--- config.mk ---
export PLATFORM = sky130hd
export DESIGN_NAME = dmaf_bank
export DESIGN_NICKNAME = d
export VERILOG_FILES = /design/src/rtl/dmaf_pkg.sv /design/src/rtl/dmaf_chan.sv /design/src/rtl/dmaf_regif.sv /design/src/rtl/dmaf_bank.sv
export SDC_FILE = /design/constraint.sdc
export NUM_CORES = 1
export LEC_CHECK = 0
export ABC_AREA = 1
export BUFFER_PORTS_ARGS = -buffer_cell sky130_fd_sc_hd__buf_2
export CAP_MARGIN = 20
export CORE_MARGIN = 2
export CORE_UTILIZATION = 25
export DETAILED_ROUTE_END_ITERATION = 12
export SETUP_SLACK_MARGIN = 0.05
export SLEW_MARGIN = 20
export SYNTH_ARGS = -nofsm -noshare
export SYNTH_HDL_FRONTEND = slang
export SYNTH_SLANG_ARGS = --single-unit
export TNS_END_PERCENT = 100
--- constraint.sdc ---
create_clock -name clk_i -period 1.3 [get_ports clk_i]
set_input_delay 0.26 -clock clk_i [delete_from_list [all_inputs] [get_ports clk_i]]
set_output_delay 0.26 -clock clk_i [all_outputs]
set_load 0.01 [all_outputs]
--- src/rtl/dmaf_pkg.sv ---
package dmaf_pkg;
  localparam int NUM_EV   = 5;  // fifo, sde, tae, htf, ftf
  localparam int CTL_EN_W = 4;  // sde, tae, htf, ftf

  // start bit of a channel field within its word
  function automatic int field_off(input int l);
    return l * 8 - (l % 2) * 2;
  endfunction

  // bit of event k inside a field; bit 1 is reserved
  function automatic int ev_pos(input int k);
    return (k == 0) ? 0 : k + 1;
  endfunction
endpackage

--- src/rtl/dmaf_chan.sv ---
module dmaf_chan #(
  parameter int NUM_EV = 5
) (
  input  logic              clk_i,
  input  logic              rst_ni,
  input  logic [NUM_EV-1:0] set_i,
  input  logic [NUM_EV-1:0] clr_i,
  input  logic [NUM_EV-1:0] en_i,
  output logic [NUM_EV-1:0] flag_o,
  output logic              irq_o
);
  logic [NUM_EV-1:0] flag_q;

  // set dominates clear
  always_ff @(posedge clk_i or negedge rst_ni) begin
    if (!rst_ni) flag_q <= '0;
    else         flag_q <= (flag_q & ~clr_i) | set_i;
  end

  assign flag_o = flag_q;
  assign irq_o  = |(flag_q & en_i);
endmodule

--- src/rtl/dmaf_regif.sv ---
module dmaf_regif
  import dmaf_pkg::*;
#(
  parameter int NUM_CH     = 8,
  parameter int CH_PER_REG = 4,
  parameter int DATA_W     = 32,
  parameter int ADDR_W     = 3,
  localparam int NUM_REG   = NUM_CH / CH_PER_REG,
  localparam int FLAG_W    = NUM_CH * NUM_EV,
  localparam int EN_W      = NUM_CH * CTL_EN_W,
  localparam int EN_ADDR   = 2 * NUM_REG
) (
  input  logic              clk_i,
  input  logic              rst_ni,
  input  logic              req_i,
  input  logic              we_i,
  input  logic [ADDR_W-1:0] addr_i,
  input  logic [DATA_W-1:0] wdata_i,
  output logic [DATA_W-1:0] rdata_o,
  input  logic [FLAG_W-1:0] flag_i,
  output logic [FLAG_W-1:0] clr_o,
  output logic [EN_W-1:0]   ctl_en_o
);
  logic [NUM_REG-1:0] clr_wr;
  logic [DATA_W-1:0]  flag_word [NUM_REG];
  logic [EN_W-1:0]    en_q;
  logic               en_wr;

  always_comb begin
    for (int r = 0; r < NUM_REG; r++)
      clr_wr[r] = req_i & we_i & (addr_i == ADDR_W'(NUM_REG + r));
  end

  assign en_wr = req_i & we_i & (addr_i == ADDR_W'(EN_ADDR));

  for (genvar c = 0; c < NUM_CH; c++) begin : g_ch
    for (genvar k = 0; k < NUM_EV; k++) begin : g_ev
      localparam int POS = field_off(c % CH_PER_REG) + ev_pos(k);
      assign clr_o[c*NUM_EV+k] = clr_wr[c/CH_PER_REG] & wdata_i[POS];
    end
  end

  always_comb begin
    for (int r = 0; r < NUM_REG; r++) flag_word[r] = '0;
    for (int c = 0; c < NUM_CH; c++)
      for (int k = 0; k < NUM_EV; k++)
        flag_word[c/CH_PER_REG][field_off(c % CH_PER_REG) + ev_pos(k)] = flag_i[c*NUM_EV+k];
  end

  always_ff @(posedge clk_i or negedge rst_ni) begin
    if (!rst_ni)    en_q <= '0;
    else if (en_wr) en_q <= wdata_i[EN_W-1:0];
  end

  always_comb begin
    rdata_o = '0;
    if (req_i && !we_i) begin
      for (int r = 0; r < NUM_REG; r++)
        if (addr_i == ADDR_W'(r)) rdata_o = flag_word[r];
      if (addr_i == ADDR_W'(EN_ADDR)) rdata_o = DATA_W'(en_q);
    end
  end

  assign ctl_en_o = en_q;
endmodule

--- src/rtl/dmaf_bank.sv ---
module dmaf_bank
  import dmaf_pkg::*;
#(
  parameter int NUM_CH     = 8,
  parameter int CH_PER_REG = 4,
  parameter int DATA_W     = 32,
  parameter int ADDR_W     = 3,
  localparam int FLAG_W    = NUM_CH * NUM_EV,
  localparam int EN_W      = NUM_CH * CTL_EN_W
) (
  input  logic              clk_i,
  input  logic              rst_ni,
  input  logic              req_i,
  input  logic              we_i,
  input  logic [ADDR_W-1:0] addr_i,
  input  logic [DATA_W-1:0] wdata_i,
  output logic [DATA_W-1:0] rdata_o,
  input  logic [FLAG_W-1:0] evt_i,
  input  logic [NUM_CH-1:0] fifo_en_i,
  output logic [NUM_CH-1:0] irq_o
);
  logic [FLAG_W-1:0] flag_w;
  logic [FLAG_W-1:0] clr_w;
  logic [EN_W-1:0]   ctl_en_w;

  dmaf_regif #(
    .NUM_CH(NUM_CH), .CH_PER_REG(CH_PER_REG), .DATA_W(DATA_W), .ADDR_W(ADDR_W)
  ) u_regif (
    .clk_i, .rst_ni, .req_i, .we_i, .addr_i, .wdata_i, .rdata_o,
    .flag_i(flag_w), .clr_o(clr_w), .ctl_en_o(ctl_en_w)
  );

  for (genvar c = 0; c < NUM_CH; c++) begin : g_chan
    logic [NUM_EV-1:0] en;
    assign en = {ctl_en_w[c*CTL_EN_W +: CTL_EN_W], fifo_en_i[c]};
    dmaf_chan #(.NUM_EV(NUM_EV)) u_chan (
      .clk_i, .rst_ni,
      .set_i (evt_i[c*NUM_EV +: NUM_EV]),
      .clr_i (clr_w[c*NUM_EV +: NUM_EV]),
      .en_i  (en),
      .flag_o(flag_w[c*NUM_EV +: NUM_EV]),
      .irq_o (irq_o[c])
    );
  end
endmodule

==> results of run 1 <==
[placed cells by master, fill, tap and decap left out]
cell           count
clkbuf_1           2
dfrtp_1           63
buf_8              8
nor2_2             1
clkbuf_16         15
dlygate4sd3_1      1
a21oi_2            7
buf_16             4
nand3_1           15
nand2_1          102
inv_1             92
inv_2              3
o21ai_2           16
nor2_4            11
nand4_1           20
inv_4              1
nand2_8            1
dfrtp_2            9
bufbuf_16          1
buf_6             29
clkbuf_8           3
nand2_4           13
nand4_4            1
o21ai_1           18
buf_4             22
buf_2            108
nand3_4            9
o21ai_0           38
a21oi_1            1
nand3_2           44
nor2_1             5
nand2_2           32
buf_12            13
[cell families after synthesis]
family                 count (synthesis)  synth area share [%]
flip-flops                            72                  46.6
AO/OA/AOI/OAI                         80                  10.4
AND/OR/NAND/NOR                      254                  28.8
buffers and inverters                133                  14.2
[layer usage]
metal | part of all wire (%) | vias up
met2 | 50 | 131
met3 | 5.6 | 13
met4 | 1.1 | 0
li1 | - | 2036
met5 | 0 | -
met1 | 44 | 2056
[timing repair]
action / 4_1_cts / 5_1_grt
pin swaps: 58 / 53
hold buffers: 1 / 0
endpoints found under the hold margin: 72 / 0
endpoints found under the setup margin: 40 / 74
setup buffers: 15 / 12
gates cloned: 6 / 10
gates resized for setup: 60 / 180
[final cells by class]
cell class,instances,share of cell area (%)
multi-input combinational,334,33.4
sequential,72,27.4
timing repair buffer,192,26.0
inverter,96,5.49
clock buffer,14,4.15
tap,188,3.56
[cells in the mapped netlist]
master | n | area [µm²]
nand2_1 | 148 | 556
inv_1 | 96 | 360
dfrtp_1 | 72 | 1800
nand3_1 | 68 | 340
o21ai_0 | 40 | 200
o21ai_1 | 32 | 160
nand4_1 | 20 | 125
nor2_1 | 16 | 60.1
buf_2 | 15 | 75.1
clkbuf_1 | 11 | 41.3
a21oi_1 | 8 | 40.0
buf_4 | 8 | 60.1
buf_1 | 3 | 11.3
nand4_4 | 1 | 21.3
nor2_4 | 1 | 11.3
[per-stage QoR]
stage | instance area (µm²) | std cells
after floorplan | 3860 | 539
after global placement | 4850 | 840
after detailed placement | 4850 | 840
after CTS | 5630 | 876
after global routing | 6610 | 896
final | 6610 | 896
[worst max path at each step]
stage                               from          end  cells after the start
floorplan                      addr_i[2]  rdata_o[16]                      6
global placement               addr_i[0]   rdata_o[4]                      8
detailed placement             addr_i[2]   rdata_o[9]                      8
CTS                 u_regif.ctl_en_o[16]     irq_o[4]                      5
global route         u_regif.ctl_en_o[0]     irq_o[0]                      5
finish               u_regif.ctl_en_o[0]     irq_o[0]                      5
[power by group]
group / switching [mW] / leakage (nW) / total, mW / internal (mW)
logic: 0.831 / 2.44 / 1.67 / 0.837
registers: 0.326 / 0.749 / 2.80 / 2.47
clock network: 0.928 / 0.135 / 2.36 / 1.43
[state kept, by name (all words and copies together), names as in the netlist]
signal and flops:
g_chan.u_chan.flag_o 40, u_regif.ctl_en_o 32
[critical path, cell delays in order, from the launching register on]
cell and delay (ps):
dfrtp_1 430, nand2_1 90, nand2_1 80, a21oi_2 140, nand3_1 80, buf_2 140
==> impl_metrics.yaml, run 1 <==
critical_path:
  cp-start-kind: "flop"
  cp.arrival_ps: 1280
  cp_max_fo: 3
  reg2reg_depth: 3
  path_class: "reg -> out"
  ff2ff_setup_slack_ps: 480
  r2r-end: "g_chan[0].u_chan.flag_o[1]"
  required_ps: 1040
  crit_path_end_kind: "output port"
  r2r_start: "g_chan[0].u_chan.flag_o[1]"
run_status:
  status: "finished, violations left"
  violations: "setup timing"
finish:
  drive_above_1_share_pct: 49.6
  diodes: 0
  final.fill_count: 1499
  final_nets: 792
  final_util_pct: 43.6
  area_delta_synth_final_pct: 71.0
  regArea_um2: 1810
  multiInputGateArea_um2: 2200
pwr:
  p_leak_nw: 3.32
  peakVddDrop_mv: 0.635
  power_mw: 6.82
  p_per_area_nw_per_um2: 1030
synth:
  synth_area_per_cell_um2: 7.17
  synthCells: 539
  netlist_area_um2: 3860
  ys_types: 15
  ys_ff_latch: 72
  yosys_warnings: 0
  syn_nets: 626
  yosysSeqAreaShare_pct: 46.6
grt:
  grt_usage_pct: 17.7
  grt_first_pass_wirelength_um: 21800
  grt_use_met1_pct: 23.1
  grtUsageMet2_pct: 28.9
  grt_max_degree: 73
  antenna_found_initial: 0
  grt_overflow: 0
  grt_pass1_vias: 4027
  met3_usage_pct: 4.13
  grt-busiest-layer: "met2"
sta:
  whs_ps: 103
  post-route-min-period_ps: 1540
  setup_ws_ps: -242
  post-route-period-util_pct: 119
  slew_headroom_pct: 72.6
  tns_ps: -5660
  hold_viol_final: 0
  worst_pin_slew_ps: 411
  final-max-slew-violation-count: 0
  setup_viol: 57
  finClkSkew_ps: 0
  max_freq_mhz: 649
  rsz0062_at_grt: "true"
clock_tree:
  clock_path_buffers: 2
  insertion_delay_ps: 340
  cts_htree_levels: 3
  cts-buffers-inserted: 9
  clock-root-buffer: "clkbuf_16"
  cts_tree: "yes"
  clock-sinks: 72
  clk_pin_slew_ps: 60
hold_path:
  holdPathStages: 3
  hp-start: "evt_i[5]"
  holdPathEnd: "g_chan[1].u_chan.flag_o[0]"
  timing.hold.worst.class: "in -> reg"
placement:
  dp_slack_ps: -122
  gp_congestion: 0.778
  portBuffers: 126
  dp_hpwl_um: 9450
drt:
  drc: 0
  vias: 4236
  wl_per_cell_um: 17.7
  wirelength_um: 15800
  drt_iter0_markers: 216
  vias_per_cell: 4.73
  dr.pass1.iters: 4
  ant_nets: 0
run:
  cap_violations: 0
floorplanning:
  num_rows: 45
  die_area_um2: 16500
  die-width_um: 128
  start_util_pct: 25.5
  core_area_um2: 15100
  die_h_um: 128
  io_pins: 127
No activity file was read; power rests on OpenSTA's default activity.
==> run 2: changes to the inputs <==
ABC_AREA = unset   (was 1)
PLACE_DENSITY_LB_ADDON = 0.12   (was unset)
==> run 2 against run 1 <==
The run still ends with setup timing left. Cell area decreased by 8.4%. Flip-flop and latch count did not move. Via count fell by 18%. Non-clock buffer count decreased by 5. First-iteration DRC count increased by 2.8%. Area after synthesis up 0.42%. Clock skew did not move. Critical path depth up 2. Die area is 0.41% higher.
==> impl_metrics.yaml, run 2 <==
run_status:
  status: "finished, violations left"
  violations: "setup timing"
floorplanning:
  core_area_um2: 15200
  num_rows: 45
  die-width_um: 129
  die_area_um2: 16500
  start_util_pct: 25.5
  die_h_um: 129
  io_pins: 127
sta:
  setup_viol: 72
  finClkSkew_ps: 0
  slew_headroom_pct: 70.9
  post-route-min-period_ps: 1740
  setup_ws_ps: -442
  post-route-period-util_pct: 134
  final-max-slew-violation-count: 0
  tns_ps: -27230
  rsz0062_at_grt: "true"
  whs_ps: 99.8
  max_freq_mhz: 574
  worst_pin_slew_ps: 437
  hold_viol_final: 0
pwr:
  switching_power_mw: 1.84
  pwr-share-clk_pct: 36.7
  combPwrFrac_pct: 21.7
  seqPwrFrac_pct: 41.7
  p_per_area_nw_per_um2: 1100
  p_int_mw: 4.82
  peakVddDrop_mv: 0.608
  swShare_pct: 27.6
  p_leak_nw: 2.59
clock_tree:
  cts_htree_levels: 3
  clock_path_buffers: 2
  cts_tree: "yes"
  clock-root-buffer: "clkbuf_16"
  clock-sinks: 72
  cts-buffers-inserted: 9
  insertion_delay_ps: 340
  clk_pin_slew_ps: 60
finish:
  mostFrequentLayoutCells: "buf_2 (108), nand2b_1 (77), dfrtp_1 (72)"
  layout_commonest_cell: "buf_2"
  area_delta_synth_final_pct: 55.9
  finalNonFillerCells: 738
  drive_above_1_share_pct: 54.2
  largest_reg_flops: 40
  final_util_pct: 39.8
  final_nets: 632
  diodes: 0
synth:
  netlist.top_cell.by_area: "dfrtp_1"
  async_flop_share_pct: 100
  yosys_warnings: 0
  netlist_area_um2: 3880
  synth_top_area_share_pct: 46.4
  synth-main-ff-cell: "dfrtp_1"
  yosys-top-cells-count: "nand2b_1 (80), dfrtp_1 (72), o21ai_0 (60)"
  syn_nets: 465
  synth.area.top_cells: "dfrtp_1 (46%), nand2b_1 (13%), mux2_4 (12%)"
  synthCells: 378
  synth_area_per_cell_um2: 10.3
  synth_most_common_cell: "nand2b_1"
  ys_ff_latch: 72
  synth-edff-count: 0
  yosysSeqAreaShare_pct: 46.4
  ys_types: 22
grt:
  met3_usage_pct: 2.62
  grt_overflow: 0
  grt_usage_pct: 16.8
  grt_max_degree: 41
  antenna_found_initial: 0
  grt_first_pass_wirelength_um: 20700
  grt_pass1_vias: 3584
  grtUsageMet2_pct: 26.6
  grt-busiest-layer: "met2"
  grt_use_met1_pct: 23.1
hold_path:
  timing.hold.worst.class: "in -> reg"
  holdPathStages: 2
drt:
  drt_iter0_markers: 222
  dr.pass1.iters: 5
  vias: 3468
  ant_nets: 0
  vias_per_cell: 4.70
  wirelength_um: 13800
  wl_per_cell_um: 18.7
  drc: 0
critical_path:
  cp.arrival_ps: 1480
  cp-start-kind: "input port"
  cp_slowest_cell: "or3b_4"
  path_class: "in -> out"
  cp_cell_sequence: "buf_8 -> or3b_4 -> buf_12 -> buf_16 -> o21ai_4 -> a211oi_2 -> buf_2"
  max_stage_delay_ps: 440
  cp_max_fo: 5
  reg2reg_depth: 3
  crit_path_end_kind: "output port"
  required_ps: 1040
placement:
  portBuffers: 126
  gp_congestion: 0.780
  dp_cells: 701
  dp_hpwl_um: 9590
run:
  cap_violations: 0
[run 2: changes by cell type after synthesis, sizes merged, moves of 8 or more]
cell / delta
nand2b: +80
nand2: -119
inv: -96
nand3: -68
a222oi: +8
a211oi: +20
mux2: +32
and2: +12
buf: -13
a21oi: -8
o21ai: -12
a22oi: +8
nand4: -21
[run 2: power by group through the flow]
stage	clock network (mW)	logic, mW	registers, mW
6_report	2.44	1.44	2.78
5_1_grt	2.59	1.55	2.81
4_1_cts	2.50	1.37	2.75
3_5_place_dp	0	1.23	2.76
3_3_place_gp	0	1.21	2.76
2_1_floorplan	0	0.730	2.67
[run 2: worst paths after layout]
check | startpoint | endpoint | slack, ps
worst min-delay path | evt_i[38] | g_chan[7].u_chan.flag_o[3] | 100
min in group asynchronous | rst_ni | g_chan[7].u_chan.flag_o[2] | 360
worst max register to register | u_regif.ctl_en_o[30] | u_regif.ctl_en_o[30] | 290
worst max-delay path | addr_i[1] | rdata_o[21] | -440
max in group asynchronous | rst_ni | g_chan[1].u_chan.flag_o[0] | 460
worst min register to register | u_regif.ctl_en_o[14] | u_regif.ctl_en_o[14] | 540
[run 2: stage by stage]
step,instance area [µm²],power (mW),setup WS (ps)
2_1_floorplan,3970,3.40,-274
4_1_cts,5800,6.62,-451
3_5_place_dp,5040,4.00,-446
3_3_place_gp,5040,3.97,-464
5_1_grt,6050,6.95,-554
6_report,6050,6.66,-442
[run 2: repair_timing]
item	4_1_cts	5_1_grt
setup endpoints to repair	72	72
pin swaps	27	12
cloned	4	2
endpoints found under the hold margin	17	0
hold buffers	1	0
buffers inserted	13	5
gates resized for setup	76	32
[run 2: logic make-up (layout without fill, tap and decap cells)]
logic type             after synthesis  count (layout)  synth area share [%]
DFF                                 72              72                  46.4
buffers and inverters               31             203                  4.87
AOI/OAI and AO/OA                   96              96                  15.2
and+or+nand+nor                    147             147                  21.3
muxes                               32              32                  12.2
[run 2: layer usage]
| metal | vias to the layer above | part of all wire (%) |
|---|---|---|
| li1 | 1646 | - |
| met1 | 1713 | 46 |
| met2 | 96 | 48 |
| met3 | 13 | 4.2 |
| met4 | 0 | 1.7 |
| met5 | - | 0 |
[run 2: critical path, delay by kind of cell]
family / cells / cell delay, ps
AOI/OAI and AO/OA: 2 / 200
buffers and inverters: 4 / 560
and+or+nand+nor: 1 / 440
[run 2: layout make-up]
class / count / area (µm²)
fillers: 1541 / 9150
multi-input cells: 275 / 2280
flip-flops and latches: 72 / 1800
repair buffers: 187 / 1450
clock buffers: 12 / 236
well taps: 188 / 235
clock inverters: 4 / 45.0
